[src/rtl/lsb_pkg.sv]
package lsb_pkg;
    typedef enum logic [1:0] {
        OPC_INT = 2'd0,
        OPC_FP  = 2'd1,
        OPC_LD  = 2'd2,
        OPC_MAC = 2'd3
    } op_class_t;
endpackage

[src/rtl/lsb_cnt.sv]
module lsb_cnt #(
    parameter int CW = 2
) (
    input  logic          clk,
    input  logic          rst_n,
    input  logic          hold,
    input  logic          load,
    input  logic [CW-1:0] load_val,
    output logic          busy
);
    typedef struct packed {
        logic [CW-1:0] cnt;
    } cnt_st_t;

    cnt_st_t st_d, st_q;
    logic [CW-1:0] dec;

    always_comb begin
        dec  = (st_q.cnt == '0) ? '0 : st_q.cnt - 1'b1;
        st_d = st_q;
        if (!hold) begin
            st_d.cnt = dec;
            // keep whichever wait is longer
            if (load && (load_val > dec))
                st_d.cnt = load_val;
        end
    end

    always_ff @(posedge clk) begin
        if (!rst_n) st_q <= '0;
        else        st_q <= st_d;
    end

    assign busy = (st_q.cnt != '0);
endmodule

[src/rtl/lsb_hazard.sv]
module lsb_hazard #(
    parameter int NREG = 32,
    parameter int AW   = 5
) (
    input  logic [NREG-1:0] busy,
    input  logic            acc_busy,
    input  logic [AW-1:0]   src_a,
    input  logic            src_a_en,
    input  logic [AW-1:0]   src_b,
    input  logic            src_b_en,
    input  logic            acc_rd,
    input  logic            is_mac,
    output logic            hazard
);
    logic haz_a, haz_b, haz_acc;

    always_comb begin
        haz_a   = src_a_en && busy[src_a];
        haz_b   = src_b_en && busy[src_b];
        // accumulate ops forward along the accumulator chain
        haz_acc = acc_rd && !is_mac && acc_busy;
        hazard  = haz_a || haz_b || haz_acc;
    end
endmodule

[src/rtl/lat_scoreboard.sv]
module lat_scoreboard #(
    parameter int NREG    = 32,
    parameter int LAT_INT = 1,
    parameter int LAT_FP  = 4,
    parameter int LAT_LD  = 2,
    parameter int LAT_MAC = 4
) (
    input  logic                    clk,
    input  logic                    rst_n,
    input  logic                    issue_valid,
    input  logic [1:0]              op_class,
    input  logic [$clog2(NREG)-1:0] src_a,
    input  logic                    src_a_en,
    input  logic [$clog2(NREG)-1:0] src_b,
    input  logic                    src_b_en,
    input  logic [$clog2(NREG)-1:0] dst,
    input  logic                    dst_en,
    input  logic                    acc_rd,
    input  logic                    acc_wr,
    input  logic                    miss_stall,
    output logic                    stall,
    output logic                    issue_ok
);
    import lsb_pkg::*;

    localparam int AW      = $clog2(NREG);
    localparam int LAT_M1  = (LAT_INT > LAT_FP) ? LAT_INT : LAT_FP;
    localparam int LAT_M2  = (LAT_LD > LAT_MAC) ? LAT_LD : LAT_MAC;
    localparam int LAT_MAX = (LAT_M1 > LAT_M2) ? LAT_M1 : LAT_M2;
    localparam int CW      = (LAT_MAX > 2) ? $clog2(LAT_MAX) : 1;

    logic [NREG-1:0] busy;
    logic            acc_busy;
    logic            hazard;
    logic            is_mac;
    logic [CW-1:0]   arm_val;

    always_comb begin
        is_mac = (op_class_t'(op_class) == OPC_MAC);
        unique case (op_class_t'(op_class))
            OPC_INT: arm_val = CW'(LAT_INT - 1);
            OPC_FP:  arm_val = CW'(LAT_FP - 1);
            OPC_LD:  arm_val = CW'(LAT_LD - 1);
            default: arm_val = CW'(LAT_MAC - 1);
        endcase
    end

    lsb_hazard #(.NREG(NREG), .AW(AW)) u_haz (
        .busy     (busy),
        .acc_busy (acc_busy),
        .src_a    (src_a),
        .src_a_en (src_a_en),
        .src_b    (src_b),
        .src_b_en (src_b_en),
        .acc_rd   (acc_rd),
        .is_mac   (is_mac),
        .hazard   (hazard)
    );

    assign stall    = miss_stall || (issue_valid && hazard);
    assign issue_ok = issue_valid && !stall;

    // index 0 is hard-wired ready
    assign busy[0] = 1'b0;

    for (genvar r = 1; r < NREG; r++) begin : g_reg
        lsb_cnt #(.CW(CW)) u_cnt (
            .clk      (clk),
            .rst_n    (rst_n),
            .hold     (miss_stall),
            .load     (issue_ok && dst_en && (dst == AW'(r))),
            .load_val (arm_val),
            .busy     (busy[r])
        );
    end

    lsb_cnt #(.CW(CW)) u_acc (
        .clk      (clk),
        .rst_n    (rst_n),
        .hold     (miss_stall),
        .load     (issue_ok && acc_wr),
        .load_val (arm_val),
        .busy     (acc_busy)
    );
endmodule

[config.mk]
export PLATFORM = sky130hd
export DESIGN_NAME = lat_scoreboard
export DESIGN_NICKNAME = d
export VERILOG_FILES = /design/src/rtl/lsb_pkg.sv /design/src/rtl/lsb_cnt.sv /design/src/rtl/lsb_hazard.sv /design/src/rtl/lat_scoreboard.sv
export SDC_FILE = /design/constraint.sdc
export NUM_CORES = 1
export LEC_CHECK = 0
export ABC_CLOCK_PERIOD_IN_PS = 3340
export BUFFER_PORTS_ARGS = -buffer_cell sky130_fd_sc_hd__buf_2
export CORE_UTILIZATION = 57
export CTS_CLUSTER_DIAMETER = 80
export DETAILED_ROUTE_END_ITERATION = 10
export GPL_ROUTABILITY_DRIVEN = 0
export GPL_TIMING_DRIVEN = 0
export PLACE_DENSITY = 0.74
export SYNTH_ARGS = -nofsm -noshare
export SYNTH_HDL_FRONTEND = slang
export SYNTH_SLANG_ARGS = --single-unit
[constraint.sdc]
create_clock -name clk -period 3.34 [get_ports clk]
set_input_delay 0.668 -clock clk [delete_from_list [all_inputs] [get_ports clk]]
set_output_delay 0.668 -clock clk [all_outputs]
set_load 0.1 [all_outputs]
## Word-level counts from Yosys, hierarchy flattened

Cells that the tools add are included.

| word-level totals | value |
|---|---|
| register bits | 64 |
| output and inout port bits | 2 |
| logic and storage cells | 341 |

| operators by class | value |
|---|---|
| add/subtract/negate cells | 32 |
| order comparisons | 34 |
| eq/ne operators | 33 |
| mux-type cells | 69 |
| reduce and logical (&&, ||, !) cells | 141 |

Operator list:

| operator | count |
|---|---|
| 2-to-1 mux 2 bit | 64 |
| == test 5 bit (second input constant) | 16 |
| logical AND 1 bit | 71 |
| logical NOT 2 bit | 33 |
| > comparator 2 bit | 32 |
| nonzero test 2 bit | 32 |
| subtractor 2 x 1 -> 2 bit (second input constant) | 32 |
| == test 5 x 4 -> 1 bit (second input constant) | 8 |
| == test 5 x 3 -> 1 bit (second input constant) | 4 |
| less-than comparator 5 x 6 -> 1 bit (second input constant) | 2 |
| binary-select mux 1 bit (select 5 bit) | 2 |
| == test 5 x 2 -> 1 bit (second input constant) | 2 |
| == test 5 x 1 -> 1 bit (second input constant) | 1 |
| == test 2 bit (second input constant) | 2 |
| case mux 2 bit (2 select lines) | 1 |
| logical OR 1 bit | 3 |
| logical NOT 1 bit | 2 |
| 2-to-1 mux 1 bit | 2 |

## Logic depth before layout (Yosys ltp)

Gate-level depths: netlist of the first run.

| depth | value |
|---|---|
| word-level depth | 14 |
| gate-level depth with buffers | 11 |

## Modules after synthesis

A second synthesis of the first run with hierarchy kept.

| unflattened totals | value |
|---|---|
| cells, all modules | 785 |
| area total of the unflattened synthesis | 6588.8 um2 |

By module, submodules not included:

| module | times used | cells an instance | area each (um2) | seq. area each (um2) |
|---|---|---|---|---|
| lsb_cnt | 32 | 21 | 171.4 | 40.0 |
| lsb_hazard | 1 | 54 | 624.3 | 0.0 |
| lat_scoreboard | 1 | 59 | 479.2 | 0.0 |

## Worst setup path after synthesis of the first run

OpenSTA, ideal clock, no wires.

| timing path | value |
|---|---|
| path kind | input to output |
| from | input src_b[0] |
| to | output issue_ok |
| arrival time | 3531 ps |
| data required time | 2672 ps |
| slack | -859 ps |
| stages on the path | 9 |
| path buffers | 3 |
| cells stage by stage | buf_2 or3b_2 a211oi_1 a221o_1 o31ai_1 nand4bb_1 buf_4 buf_4 nor2_1 |

| on the way | value |
|---|---|
| word-level cells in the longest chain between the ends | 9 |

RTL lines:

| element | line | source |
|---|---|---|
| start, declared | lat_scoreboard.sv:14 | `input logic [$clog2(NREG)-1:0] src_b,` |
| binary-select mux 1 bit (select 5 bit) | lsb_hazard.sv:19 | `haz_b = src_b_en && busy[src_b];` |
| 2-to-1 mux 1 bit (not written as such) | lsb_hazard.sv:19 |  |
| logical AND 1 bit | lsb_hazard.sv:19 |  |
| logical OR 1 bit (2 in a row) | lsb_hazard.sv:22 | `hazard = haz_a \|\| haz_b \|\| haz_acc;` |
| logical AND 1 bit | lat_scoreboard.sv:60 | `assign stall = miss_stall \|\| (issue_valid && hazard);` |
| logical OR 1 bit | lat_scoreboard.sv:60 |  |
| logical NOT 1 bit | lat_scoreboard.sv:61 | `assign issue_ok = issue_valid && !stall;` |
| logical AND 1 bit | lat_scoreboard.sv:61 |  |
| end, declared | lat_scoreboard.sv:22 | `output logic issue_ok` |

No other way between the ends. The select of a mux whose other input is x is not followed.

## Worst setup path in the final report of the first run

| timing path | value |
|---|---|
| from | input src_b[0] |
| to | output stall |

| on the way | value |
|---|---|
| word-level cells in the longest chain between the ends | 7 |

RTL lines:

| element | line | source |
|---|---|---|
| binary-select mux 1 bit (select 5 bit) | lsb_hazard.sv:19 |  |
| 2-to-1 mux 1 bit (not written as such) | lsb_hazard.sv:19 |  |
| logical AND 1 bit | lsb_hazard.sv:19 |  |
| logical OR 1 bit (2 in a row) | lsb_hazard.sv:22 |  |
| logical AND 1 bit | lat_scoreboard.sv:60 |  |
| logical OR 1 bit | lat_scoreboard.sv:60 |  |
| end, declared | lat_scoreboard.sv:21 | `output logic stall,` |

No other way between the ends. The select of a mux whose other input is x is not followed.

==> metrics.txt, run 1 <==
status=complete, but fails checks; violations in the final reports=negative setup slack; slack of the worst reg-to-reg path=140 ps; CTS buffer count=9; average vias per placed instance=7.32; Avg Cell Area, Syn=7.63 sq um; total congestion overflow=0; pins over their slew limit=0; post-synthesis instance total=787; Vert. Die Dim=roughly 100 microns; VDD IR max=0.000202 V; commonest register cell after synthesis=sky130_fd_sc_hd__dfxtp_1; Min-Delay Startpoint=g_reg[8].u_cnt.st_q[1]$_SDFFE_PN0N_; Worst R2R Path Depth=11; Post-Synthesis Net Count=roughly 880; Overall Global Routing Usage=41.4%; total of warnings raised by yosys=0; post-route antenna net violation count=0; Fin. Hold Viols=0; Total Die Area=11000 sq um; final-report setup violation count=1; unrepaired setup endpoints after global routing=true; layout cells sized above 1=12.6%; final setup skew=12.2 ps; total standard cell area after synthesis=6010 sq um; number of buffers inserted by hold repair at cts=0; sink count of the clock tree=64; pin count of the biggest net entering global routing=40; required time at the endpoint of the critical path=2670 ps; Diodes inserted=0; worst hold path type=flop to flop; post-route non-filler standard cell count=969; placed cell count=949; most common library cell in the layout ignoring fill and taps=sky130_fd_sc_hd__ha_1; total I/O pin count=28; Final Cell Area=6690 sq um; core area=about 10000 sq um; CTS tree=done; commonest non-fill, non-tap cells in the layout=sky130_fd_sc_hd__ha_1, sky130_fd_sc_hd__nand2_1, sky130_fd_sc_hd__inv_1; Tcrit/Tclk final=100%; number of antenna violations at the first check in global routing=0; clock latency reported for the late side of the worst-skew pair=370 ps; Startpoint Class=input pin; FF-to-FF Start=g_reg[16].u_cnt.st_q[0]$_SDFFE_PN0N_; number of global-route vias before repair=6742; power density over cell area=305 nW/um^2; Initial DRC Count=973; Setup crit end kind=primary output; setup slack after placement=-843 ps; Routed WL per cell=23.3 microns; maximum net fanout on the critical path=10; Syn-to-layout area delta=11.3%; placed cell area=6350 sq um; number of enable flip-flop cells after synthesis=0; first-pass GRT wire length=between 30 and 40 mm; net count reported at finish=919; starting utilization of the core area=58.5%; number of different library cells in the post-synthesis netlist=54; flops & latches, synth=64; area of the multi-input gates=about 4300 sq um; clk buf depth=2; CP Capture Point=stall; number of cell rows=37; max-cap violations=0; die width=between 100 and 150 microns; final worst-path setup slack=-2.15 ps; H-tree levels=3; setup TNS=-2.15 ps; maximum operating frequency=299 MHz; register area=about 1300 sq um; number of design rule violations left after detail routing=0; sum of net half-perimeters after detailed placement=15.5 mm; Tightest Pin Transition=922 ps; count of vias placed by the detailed router=7093; crit path kind=input pin to primary output; CTS clk-pin slew, worst paths=80 ps; clock period minus worst slack=3340 ps; count of input and output buffers=25; endpoint of the worst-slack reg-to-reg timing path=g_reg[7].u_cnt.st_q[0]$_SDFFE_PN0N_; first element of the critical path=src_b[0]; first drt pass iteration count=6; cell at the root of the clock tree=sky130_fd_sc_hd__clkbuf_8; sequential-to-total area share from yosys stat=around a fifth; worst slew slack as a fraction of its limit=~37%; Filler Cells Inserted=915; Hold Worst Slack=492 ps; async set-or-reset flop fraction in the synthesized netlist=0%; critical path arrival=2670 ps; final wirelength=~23 mm; cell leakage power=roughly 2.5 nW
timing repair:
action,CTS,global route
setup buffers,6,0
resized for setup,17,23
setup endpoints to repair,10,16
pin swaps,6,0
report_power, final:
part / switching (mW) / leakage (nW) / internal, mW
clock: 0.350 / 0.0925 / 0.361
sequential: 0.0288 / 0.524 / 0.782
combinational: 0.361 / 1.91 / 0.157
cells in the mapped netlist, drive strengths merged, types with 2 or more instances:
master	count	share of area [%]
dfxtp	64	21
ha	64	13
nand2	63	3.9
inv	61	3.8
nor2	50	3.1
a31oi	49	5.1
nand4	42	4.4
a21oi	39	3.2
clkbuf	39	2.4
nand3	39	3.2
o21ai	37	3.1
nor2b	28	2.9
a221o	22	3.7
buf	19	1.8
o41ai	16	2.3
a211oi	15	1.9
nor4	15	1.8
a211o	14	2.0
and3	12	1.2
nor3	12	1.2
a311o	10	1.7
mux4	8	3.1
o2111ai	7	1.0
nand2b	5	0.52
o211ai	5	0.62
o21a	5	0.62
o31ai	5	0.62
a2111oi	4	0.58
a31o	4	0.58
and2	4	0.42
o221a	4	0.75
or3	4	0.42
nand3b	3	0.37
nor3b	3	0.37
or2	3	0.31
nor4b	2	0.50
layer usage:
| metal | global-route usage (%) | vias to the layer above | routed length, microns |
|---|---|---|---|
| li1 | - | 3107 | - |
| met1 | 52.2 | 3250 | 8300 |
| met2 | 62.8 | 611 | 9720 |
| met3 | 12.0 | 125 | 3250 |
| met4 | 24.0 | 0 | 1330 |
| met5 | 0 | - | 0 |
cell type report:
class                           instances  area share [%]
Clock inverter                          3           0.636
Multi-Input combinational cell        603            64.3
Tap cell                              136            2.54
Timing Repair Buffer                   32            3.37
Buffer                                 57            3.91
Inverter                               62            3.80
Clock buffer                           12            2.17
Sequential cell                        64            19.3
kinds of logic after synthesis:
family          share of synthesized area (%)
compound gates                           28.6
fa+ha+maj                                13.3
buf+inv                                  8.10
flops                                    21.3
mux                                      3.42
simple gates                             25.2
how the worst min path moves through the flow:
stage / to / cells past startpoint
after floorplan: g_reg[18].u_cnt.st_q[1]$_SDFFE_PN0N_ / 2
after global placement: g_reg[8].u_cnt.st_q[1]$_SDFFE_PN0N_ / 2
after detailed placement: g_reg[8].u_cnt.st_q[1]$_SDFFE_PN0N_ / 2
after CTS: g_reg[8].u_cnt.st_q[1]$_SDFFE_PN0N_ / 2
after global routing: g_reg[9].u_cnt.st_q[1]$_SDFFE_PN0N_ / 2
final: g_reg[8].u_cnt.st_q[1]$_SDFFE_PN0N_ / 2
flip-flops by register name, summed over array words and instances (netlist names):
signal	flops
g.u_cnt.st_q	62
u_acc.st_q	2
worst max-delay path, stage by stage:
cell and delay, ps:
sky130_fd_sc_hd__clkbuf_4 180, sky130_fd_sc_hd__or3b_2 470, sky130_fd_sc_hd__a211oi_1 230, sky130_fd_sc_hd__a221o_1 240, sky130_fd_sc_hd__o31ai_2 80, sky130_fd_sc_hd__nand4bb_1 270
sky130_fd_sc_hd__buf_6 200, sky130_fd_sc_hd__nand2_4 90, sky130_fd_sc_hd__nand2_8 50, sky130_fd_sc_hd__buf_12 200
per-stage QoR:
step / total power, mW / util [%]
after floorplan: 1.12 / -
after global placement: 1.27 / 61.6
after detailed placement: 1.29 / 61.8
after CTS: 1.99 / 64.6
after global routing: 2.09 / 65.1
final: 2.04 / 65.1
Power figures use the tool's default switching activity.
==> run 2: changes to the inputs <==
--- a/config.mk
+++ b/config.mk
@@ -11,7 +11,6 @@
 export CTS_CLUSTER_DIAMETER = 80
 export DETAILED_ROUTE_END_ITERATION = 10
 export GPL_ROUTABILITY_DRIVEN = 0
-export GPL_TIMING_DRIVEN = 0
 export PLACE_DENSITY = 0.74
 export SYNTH_ARGS = -nofsm -noshare
 export SYNTH_HDL_FRONTEND = slang
==> metrics.txt, run 2 (same netlist as run 1, synthesis figures left out) <==
Top reg by flops=g.u_cnt.st_q; grt met2 use=57.5% (-5.3 points); Routed WL per cell=20.2 microns (-13%); Total Die Area=11000 sq um (unchanged); Fin. Hold Viols=0 (unchanged); count of vias placed by the detailed router=6603 (-6.9%); sum of net half-perimeters after detailed placement=13.3 mm (-14%); number of cell rows=37 (unchanged); total I/O pin count=28 (unchanged); endpoint of the worst-slack reg-to-reg timing path=g_reg[12].u_cnt.st_q[1]$_SDFFE_PN0N_; setup slack after placement=-137 ps (+706 ps); worst slew slack as a fraction of its limit=58.3% (+21 points); pin count of the biggest net entering global routing=43 (+7.5%); Critical Path, Cell by Cell=buf_2 > buf_4 > nand2b_1 > o22ai_1 > o21ai_0 > o31ai_4 > nand4bb_4 > buf_4 > nor2_4 > buf_12; first drt pass iteration count=6 (unchanged); placed cell area=6480 sq um (+2.1%); Startpoint Class=input pin; met1 Track Usage GR=46.6% (-5.6 points); FF-to-FF Start=g_reg[9].u_cnt.st_q[0]$_SDFFE_PN0N_; clock latency reported for the late side of the worst-skew pair=370 ps (about the same); clock period minus worst slack=3260 ps (-78.5 ps); final setup skew=11.8 ps (-0.414 ps); net count reported at finish=896 (-2.5%); Final Cell Area=6770 sq um (+1.2%); H-tree levels=3 (unchanged); cell leakage power=2.58 nW (+2.2%); first element of the critical path=src_b[2]; max-cap violations=0 (unchanged); Initial DRC Count=637 (-35%); layout cells sized above 1=14.8% (+2.2 points); unrepaired setup endpoints after global routing=false; critical path arrival=2600 ps (-70 ps); first-pass GRT wire length=31.1 mm (-12%); Tightest Pin Transition=610 ps (-311 ps); VDD IR max=0.000229 V (+13%); total congestion overflow=0 (unchanged); Diodes inserted=0 (unchanged); cell seen most often among critical-path stages=sky130_fd_sc_hd__buf_4; worst hold path type=flop to flop; cell at the root of the clock tree=sky130_fd_sc_hd__clkbuf_8; final worst-path setup slack=76.3 ps (+78.5 ps); Top Registers=g.u_cnt.st_q x62, u_acc.st_q x2; number of buffers inserted by hold repair at cts=0 (unchanged); maximum net fanout on the critical path=13 (+3); CTS buffer count=9 (unchanged); Worst R2R Path Depth=9 (-2); CP Capture Point=issue_ok; Overall Global Routing Usage=35.6% (-5.8 points); required time at the endpoint of the critical path=2670 ps (about the same); die width=105 microns (unchanged); count of input and output buffers=27 (+8.0%); Setup crit end kind=primary output; post-route antenna net violation count=0 (unchanged); CTS tree=done; maximum operating frequency=306 MHz (+2.4%); number of global-route vias before repair=6266 (-7.1%); routing layer with the top usage in global route=met2; final-report setup violation count=0 (-1); average vias per placed instance=6.97 (-4.7%); core area=10300 sq um (unchanged); flip-flop count of the largest register after layout=62 (unchanged); sink count of the clock tree=64 (unchanged); commonest non-fill, non-tap cells in the layout=sky130_fd_sc_hd__ha_1, sky130_fd_sc_hd__nand2_1, sky130_fd_sc_hd__dfxtp_1; utilization after layout=65.8% (+0.77 points); global routing met3 resource utilization=4.62% (-7.4 points); number of design rule violations left after detail routing=0 (unchanged); Syn-to-layout area delta=12.6%; CTS clk-pin slew, worst paths=70 ps (about the same); crit path kind=input pin to primary output; Tcrit/Tclk final=97.7% (-2.3 points); starting utilization of the core area=58.5% (unchanged); status=completed; power density over cell area=313 nW/um^2 (+2.6%); cell with the biggest individual delay on the critical path=sky130_fd_sc_hd__o21ai_0; most common library cell in the layout ignoring fill and taps=sky130_fd_sc_hd__ha_1; number of antenna violations at the first check in global routing=0 (unchanged); pins over their slew limit=0 (unchanged); slack of the worst reg-to-reg path=580 ps (+440 ps); clk buf depth=2 (unchanged); Critical Path Max Stage Delay=490 ps (+20 ps); Vert. Die Dim=105 microns (unchanged); final wirelength=19.1 mm (-15%)
-- run 2: routing by layer --
| metal | vias up | part of all wire [%] | wire length, microns |
|---|---|---|---|
| met1 | 3124 | 41 | 7790 |
| met3 | 51 | 9.7 | 1860 |
| li1 | 3055 | - | - |
| met5 | - | 0 | 0 |
| met2 | 373 | 47 | 8910 |
| met4 | 0 | 3.0 | 573 |
-- run 2: worst max-delay path: cells and delay by family --
family	cells	cell delay [ps]
buffers and inverters	4	670
and+or+nand+nor	3	520
AOI/OAI and AO/OA	3	720
-- run 2: through the flow --
step | power, mW | std cells | TNS, ps | hold WS [ps]
6_report | 2.12 | 947 | 0 | 499
5_1_grt | 2.19 | 947 | 0 | 533
4_1_cts | 2.10 | 946 | 0 | 512
3_5_place_dp | 1.28 | 930 | -212 | 502
3_3_place_gp | 1.27 | 930 | -89.8 | 489
2_1_floorplan | 1.12 | 787 | -104 | 472
-- run 2: where the power goes --
group	switching, mW	internal, mW	total, mW	leakage [nW]
clock network	0.347	0.482	0.828	0.115
registers	0.0281	0.782	0.810	0.522
logic	0.315	0.164	0.479	1.95
-- run 2: cell type report --
type / count / area, sq um
Inverter: 62 / 234
Fill cell: 883 / 3510
Timing Repair Buffer: 66 / 533
Clock buffer: 12 / 165
Multi-Input combinational cell: 603 / 4300
Sequential cell: 64 / 1280
Tap cell: 136 / 170
Clock inverter: 4 / 75.1
-- run 2: worst min path at each step --
stage	end	startpoint	slack, ps	cells past startpoint
floorplan	g_reg[18].u_cnt.st_q[1]$_SDFFE_PN0N_	g_reg[18].u_cnt.st_q[1]$_SDFFE_PN0N_	470	2
global placement	g_reg[8].u_cnt.st_q[1]$_SDFFE_PN0N_	g_reg[8].u_cnt.st_q[1]$_SDFFE_PN0N_	490	2
detailed placement	g_reg[23].u_cnt.st_q[1]$_SDFFE_PN0N_	g_reg[23].u_cnt.st_q[1]$_SDFFE_PN0N_	500	2
CTS	g_reg[23].u_cnt.st_q[1]$_SDFFE_PN0N_	g_reg[23].u_cnt.st_q[1]$_SDFFE_PN0N_	510	2
global route	g_reg[8].u_cnt.st_q[1]$_SDFFE_PN0N_	g_reg[8].u_cnt.st_q[1]$_SDFFE_PN0N_	530	2
finish	g_reg[9].u_cnt.st_q[1]$_SDFFE_PN0N_	g_reg[9].u_cnt.st_q[1]$_SDFFE_PN0N_	500	2
-- run 2: what timing repair did --
| action | 4_1_cts | 5_1_grt |
|---|---|---|
| resized for setup | 3 | 4 |
| pin swaps | 1 | 1 |
| endpoints found under the setup margin | 2 | 2 |
| buffers inserted | 0 | 1 |
